--- config.mk ---
export PLATFORM = sky130hd
export DESIGN_NAME = dma_req_arbiter
export DESIGN_NICKNAME = d
export VERILOG_FILES = /design/src/rtl/dma_arb_pkg.sv /design/src/rtl/dma_req_sync.sv /design/src/rtl/dma_prio_pick.sv /design/src/rtl/dma_grant_ctrl.sv /design/src/rtl/dma_req_arbiter.sv
export SDC_FILE = /design/constraint.sdc
export NUM_CORES = 1
export LEC_CHECK = 0
export ABC_AREA = 1
export BUFFER_PORTS_ARGS = -buffer_cell sky130_fd_sc_hd__buf_2
export CAP_MARGIN = 0
export CORE_MARGIN = 2
export CORE_UTILIZATION = 53
export DETAILED_ROUTE_END_ITERATION = 12
export GPL_TIMING_DRIVEN = 0
export PLACE_DENSITY = 0.79
export SYNTH_ARGS = -nofsm -noshare
export SYNTH_HDL_FRONTEND = slang
export SYNTH_HIERARCHICAL = 1
export SYNTH_SLANG_ARGS = --single-unit
--- constraint.sdc ---
create_clock -name clk -period 3.1 [get_ports clk]
set_clock_uncertainty 0.1 [all_clocks]
set_input_delay 0.93 -clock clk [delete_from_list [all_inputs] [get_ports clk]]
set_output_delay 0.93 -clock clk [all_outputs]
set_load 0.05 [all_outputs]
--- src/rtl/dma_arb_pkg.sv ---
package dma_arb_pkg;

    localparam int unsigned LINES = 6;

    typedef struct packed {
        logic             busy;
        logic [LINES-1:0] gnt;
        logic             wide;
    } arb_state_t;

endpackage

--- src/rtl/dma_req_sync.sv ---
module dma_req_sync #(
    parameter int unsigned WIDTH  = 6,
    parameter int unsigned STAGES = 2
) (
    input  logic             clk,
    input  logic             rst_n,
    input  logic [WIDTH-1:0] async_i,
    output logic [WIDTH-1:0] sync_o
);

    logic [WIDTH-1:0] stage_d [STAGES];
    logic [WIDTH-1:0] stage_q [STAGES];

    always_comb begin
        stage_d[0] = async_i;
        for (int s = 1; s < STAGES; s++) begin
            stage_d[s] = stage_q[s-1];
        end
    end

    always_ff @(posedge clk or negedge rst_n) begin
        if (!rst_n) begin
            for (int s = 0; s < STAGES; s++) begin
                stage_q[s] <= '0;
            end
        end else begin
            stage_q <= stage_d;
        end
    end

    assign sync_o = stage_q[STAGES-1];

endmodule

--- src/rtl/dma_prio_pick.sv ---
module dma_prio_pick #(
    parameter int unsigned N = 6
) (
    input  logic [N-1:0] req_i,
    output logic [N-1:0] pick_o,
    output logic         any_o
);

    logic found;

    always_comb begin
        pick_o = '0;
        found  = 1'b0;
        for (int i = 0; i < N; i++) begin
            if (req_i[i] && !found) begin
                pick_o[i] = 1'b1;
                found     = 1'b1;
            end
        end
        any_o = |req_i;
    end

endmodule

--- src/rtl/dma_grant_ctrl.sv ---
module dma_grant_ctrl
    import dma_arb_pkg::*;
#(
    parameter logic [LINES-1:0] WIDE_MASK = 6'b110000
) (
    input  logic             clk,
    input  logic             rst_n,
    input  logic [LINES-1:0] req_sync_i,
    input  logic [LINES-1:0] pick_i,
    input  logic             any_i,
    input  logic             done_i,
    output logic [LINES-1:0] gnt_o,
    output logic             busy_o,
    output logic             wide_o
);

    localparam logic [LINES-1:0] LSB_ONE = {{(LINES-1){1'b0}}, 1'b1};

    arb_state_t st_d, st_q;

    always_comb begin
        st_d = st_q;
        if (!st_q.busy) begin
            if (any_i) begin
                st_d.busy = 1'b1;
                st_d.gnt  = pick_i;
                st_d.wide = |(pick_i & WIDE_MASK);
            end
        end else if (done_i) begin
            st_d = '0;
        end
    end

    always_ff @(posedge clk or negedge rst_n) begin
        if (!rst_n) begin
            st_q <= '0;
        end else begin
            st_q <= st_d;
        end
    end

    assign gnt_o  = st_q.gnt;
    assign busy_o = st_q.busy;
    assign wide_o = st_q.wide;


    single_grant_chk: assert property (@(posedge clk) disable iff (!rst_n)
        $onehot0(st_q.gnt));


    prio_order_chk: assert property (@(posedge clk) disable iff (!rst_n)
        $rose(st_q.busy) |-> (((st_q.gnt - LSB_ONE) & $past(req_sync_i)) == '0));


    grant_has_req_chk: assert property (@(posedge clk) disable iff (!rst_n)
        $rose(st_q.busy) |-> ((st_q.gnt & $past(req_sync_i)) != '0));


    no_preempt_chk: assert property (@(posedge clk) disable iff (!rst_n)
        (st_q.busy && !done_i) |=> ($stable(st_q.gnt) && st_q.busy));


    release_gap_chk: assert property (@(posedge clk) disable iff (!rst_n)
        (st_q.busy && done_i) |=> (!st_q.busy && st_q.gnt == '0));


    idle_done_chk: assert property (@(posedge clk) disable iff (!rst_n)
        (!st_q.busy && !any_i) |=> !st_q.busy);


    width_flag_chk: assert property (@(posedge clk) disable iff (!rst_n)
        !st_q.busy |-> !st_q.wide);

endmodule

--- src/rtl/dma_req_arbiter.sv ---
module dma_req_arbiter
    import dma_arb_pkg::*;
#(
    parameter int unsigned      SYNC_STAGES = 2,
    parameter logic [LINES-1:0] WIDE_MASK   = 6'b110000
) (
    input  logic             clk,
    input  logic             rst_n,
    input  logic [LINES-1:0] req_i,
    input  logic             done_i,
    output logic [LINES-1:0] ack_n_o,
    output logic             bus_owned_o,
    output logic             ale_hold_o,
    output logic             xfer16_o
);

    logic [LINES-1:0] req_sync;
    logic [LINES-1:0] pick;
    logic             any_req;
    logic [LINES-1:0] gnt;
    logic             busy;
    logic             wide;

    dma_req_sync #(
        .WIDTH  (LINES),
        .STAGES (SYNC_STAGES)
    ) u_sync (
        .clk     (clk),
        .rst_n   (rst_n),
        .async_i (req_i),
        .sync_o  (req_sync)
    );

    dma_prio_pick #(
        .N (LINES)
    ) u_pick (
        .req_i  (req_sync),
        .pick_o (pick),
        .any_o  (any_req)
    );

    dma_grant_ctrl #(
        .WIDE_MASK (WIDE_MASK)
    ) u_ctrl (
        .clk        (clk),
        .rst_n      (rst_n),
        .req_sync_i (req_sync),
        .pick_i     (pick),
        .any_i      (any_req),
        .done_i     (done_i),
        .gnt_o      (gnt),
        .busy_o     (busy),
        .wide_o     (wide)
    );

    assign ack_n_o     = ~gnt;
    assign bus_owned_o = busy;
    assign ale_hold_o  = busy;
    assign xfer16_o    = wide;


    owner_match_chk: assert property (@(posedge clk) disable iff (!rst_n)
        (bus_owned_o && ale_hold_o) == (ack_n_o != '1));


    wide_match_chk: assert property (@(posedge clk) disable iff (!rst_n)
        bus_owned_o |-> (xfer16_o == ((~ack_n_o & WIDE_MASK) != '0)));

endmodule

[After elaboration in Yosys (flattened, before gate mapping)]
Index checks and enable logic that the tools add are counted.
Storage, ports and cells
  register bits after elaboration: 20
  bits in latches: 0
  RAM bits: 0
  memory bits (read-only): 0
  input port bits: 9
  output and inout bits: 9
  logic and storage cells: 34
  memories kept: 0
Operators by class
  $add $sub $neg: 0
  multiply operators: 0
  divide/modulo/power cells: 0
  magnitude comparators: 0
  equal/unequal tests: 1
  shifts and indexed selects: 0
  muxes and demuxes: 13
  bitwise gates (word level): 1
  reductions and logical operators: 14
Operator list (count)
  $mux W8: 3
  $mux W1: 10
  $not A6 Y6: 1
  $reduce_or A6 Y1: 1
  $logic_and A1 B1 Y1: 5
  $logic_not A1 Y1: 5
  $ne A2 B2 Y1 const B: 1
  $reduce_and A2 Y1: 1
  $reduce_bool A2 Y1: 1
  $reduce_or A2 Y1: 1

[Depth between registers and ports, before layout]
  depth after elaboration: 19
  mapped depth: 7
  depth with buffers taken out: 7

[Cells and area by module]
The synthesis kept the hierarchy.
By module, submodules not included
  dma_grant_ctrl: times used 1, cells each 37, area each 327.8 µm², seq. area each 200.2 µm²
  dma_req_sync: times used 1, cells each 12, area each 300.3 µm², seq. area each 300.3 µm²
  dma_prio_pick: times used 1, cells each 15, area each 75.1 µm², seq. area each 0.0 µm²
  dma_req_arbiter: times used 1, cells each 7, area each 30.0 µm², seq. area each 0.0 µm²

[Worst setup path after synthesis]
OpenSTA, ideal clock, no wires.
  path type: reg-to-output
  from: register u_ctrl.st_q, in the netlist u_ctrl/busy_o
  to: output bus_owned_o
  arrival time: 0.937 ns
  data required time: 2.070 ns
  slack: 1.133 ns
  stages on the path, launching flop included: 2
  buffers on the path: 1
  cell sequence: dfrtp_1 > buf_4
RTL lines
  start: declaration: line dma_grant_ctrl.sv:19  | arb_state_t st_d, st_q;
  start signal: assignment: line dma_grant_ctrl.sv:38  | st_q <= st_d;
  end: declaration: line dma_req_arbiter.sv:12  | output logic bus_owned_o,
No word-level cell between the ends.

[Worst setup path after layout]
  from: register u_ctrl.st_q, in the netlist u_ctrl/busy_o
  to: output bus_owned_o
No word-level cell between the ends.

==> flow_metrics.env <==
export IMPL_clock_sinks=20
export IMPL_yosysTopAreaCell="dfrtp_1"
export IMPL_ant_nets=0
export IMPL_syn_num_nets=80
export IMPL_tns_ps=0
export IMPL_cp_required_ps=2070
export IMPL_postCtsResizedCells=0
export IMPL_dp_cells=103
export IMPL_synthToLayoutAreaGrowth_pct=19.1
export IMPL_core_area_um2=1300
export IMPL_pin_count=18
export IMPL_hp_class="flop to flop"
export IMPL_max_stage_delay_ps=410
export IMPL_grt_overflow_total=0
export IMPL_postCtsHoldBufs=0
export IMPL_grt_use_total=0.156
export IMPL_avgViaCountPerCell=4.60
export IMPL_clk_path_buf_depth=2
export IMPL_drv_cap=0
export IMPL_h_tree_depth=1
export IMPL_drc=0
export IMPL_crit_family="flip-flops"
export IMPL_ys_ff_latch=20
export IMPL_die_y_um=41.2
export IMPL_synth_seq_area_share=0.683
export IMPL_synth_mux_area_frac=0
export IMPL_dr_first_iter_drc_count=6
export IMPL_max_freq_mhz=478
export IMPL_syn_area_um2=733
export IMPL_cp_end_kind="output port"
export IMPL_dr_pass1_iters=2
export IMPL_final_nets=102
export IMPL_cp_arrival_ps=1060
export IMPL_clk_pin_slew_ps=100
export IMPL_grt_max_degree=21
export IMPL_antenna_cells=0
export IMPL_cts_buffers=3
export IMPL_yosys_top_cells_area="dfrtp_1 (68%), nand2_1 (8.2%), nand3_1 (6.1%)"
export IMPL_start_util=0.563
export IMPL_cts_tree="done"
export IMPL_grt_pass1_wl_mm=1.59
export IMPL_drive_above_1_share=0.326
export IMPL_via_count=492
export IMPL_preCtsSetupSlack_ps=1340
export IMPL_first_global_vias=436
export IMPL_crit_buf_inv=2
export IMPL_syn_inst=71
export IMPL_cts_root_buf="clkbuf_4"
export IMPL_fin_crit_ps=2090
export IMPL_synth_top_family_by_area="simple AND/OR/NAND/NOR gates"
export IMPL_clkLatencyLatePin_ps=290
export IMPL_final_instance_count_excl_fill=107
export IMPL_power_leakage_nw=0.463
export IMPL_place_hpwl_um=749
export IMPL_drt_total_wl_um=962
export IMPL_totalPowerFinal_uw=691
export IMPL_syn_avg_cell_area_um2=10.3
export IMPL_postCtsSetupBuffers=0
export IMPL_worst_setup_path_start_kind="flop"
export IMPL_final_common_cell="dfrtp_1"
export IMPL_synth_top_area_share=0.683
export IMPL_routedWlPerCell_um=8.99
export IMPL_setup_viol=0
export IMPL_yosys_warnings=6
export IMPL_yosys_area_share_adder=0
export IMPL_period_share=0.675
export IMPL_status="finished clean"
export IMPL_numPortBuffers=17
export IMPL_cp_max_fo=4
export IMPL_most_common_layout_cells="dfrtp_1 (20), buf_2 (17), nand2_1 (16), inv_1 (10), nand3_1 (9)"
export IMPL_hold_violations=0
export IMPL_cpMaxStageDelayCell="dfrtp_1"
export IMPL_num_rows=13
export IMPL_power_density_nw_per_um2=791
export IMPL_worst_pin_slew_ps=419
export IMPL_fillerInstances=117
export IMPL_synth_compound_area_frac=0.00683
export IMPL_fin_ws_ps=1010
export IMPL_peakVddDrop_v=0.000467
export IMPL_fin_area_um2=873
export IMPL_grt_setup_unrepaired="no"
export IMPL_die_area_um2=1700
export IMPL_crit_type="flop to output port"
export IMPL_dpl_cell_area_um2=837
export IMPL_die_w_um=41.2
export IMPL_report_final_slew_viol_count=0
export IMPL_synth_simple_area_share=0.218
export IMPL_synthXorXnorAreaFrac=0
export IMPL_crit_chain="buf_4, buf_2"
export IMPL_synthDistinctLibCells=14
export IMPL_relSlewSlack=0.720
export IMPL_antenna_found_initial=0
export IMPL_gp_routability_congestion=0.656
-- registers in the layout (all words and copies together) (netlist names) --
register        flops
u_ctrl/gnt_o        6
u_ctrl/wide_o       1
u_sync/stage_d      6
u_ctrl/busy_o       1
u_sync/sync_o       6
-- kinds of logic (layout without fill, tap and decap cells) --
group,after synthesis,in the layout
and+or+nand+nor,34,34
DFF,20,20
buffers and inverters,16,37
AOI/OAI and AO/OA,1,1
-- area by class of cell --
class | instances | area (µm²) | area share
plain buffers | 2 | 15.0 | 0.0172
clock buffers | 4 | 36.3 | 0.0415
inverters | 14 | 52.6 | 0.0602
multi-input cells | 35 | 165 | 0.189
flip-flops and latches | 20 | 500 | 0.573
well taps | 15 | 18.8 | 0.0215
repair buffers | 17 | 85.1 | 0.0974
-- final timing paths --
path	from	to	slack, ps	cells after the start
max	u_ctrl/busy_o	bus_owned_o	1010	2
min	u_sync/stage_d[1]	u_sync/sync_o[1]	260	0
max reg2reg	u_sync/sync_o[1]	u_ctrl/gnt_o[5]	1790	6
min reg2reg	u_sync/stage_d[1]	u_sync/sync_o[1]	260	0
max in group asynchronous	rst_n	u_ctrl/gnt_o[1]	2160	1
min in group asynchronous	rst_n	u_sync/stage_d[1]	460	1
-- power by group --
| part | internal, mW | switching [mW] | total [mW] |
|---|---|---|---|
| clock network | 0.0715 | 0.0741 | 0.146 |
| logic | 0.0538 | 0.181 | 0.235 |
| registers | 0.292 | 0.0182 | 0.310 |
-- per-stage QoR --
stage	util	hold WS, ps
3_5_place_dp	0.643	237
5_1_grt	0.671	265
3_3_place_gp	0.643	231
2_1_floorplan	-	231
4_1_cts	0.671	262
6_report	0.671	259
-- cells in the mapped netlist --
cell type / n
inv_2: 3
clkinv_1: 1
o21ai_0: 1
inv_1: 10
and3_1: 1
nand3_1: 9
buf_4: 2
dfrtp_1: 20
nor2_1: 2
nand2_1: 16
nand4_1: 1
nor3_1: 1
nand2_4: 1
nor2_2: 3
-- layer usage --
layer,part of all wire,up-vias,global-route usage,routed length (µm)
met1,0.40,218,0.159,383
met4,0.022,0,0.0968,21
met2,0.52,15,0.273,502
met3,0.056,3,0.0489,54
met5,0,-,0,0
li1,-,256,-,-
-- worst reg2reg max path, cell delays in order, from the launching register on --
cell and delay [ps]:
dfrtp_1 420, nor2_2 170, nand4_1 170, nand2_4 160, inv_2 70, nand2_1 60
nand2_1 50
No activity file was read; power rests on OpenSTA's default activity.
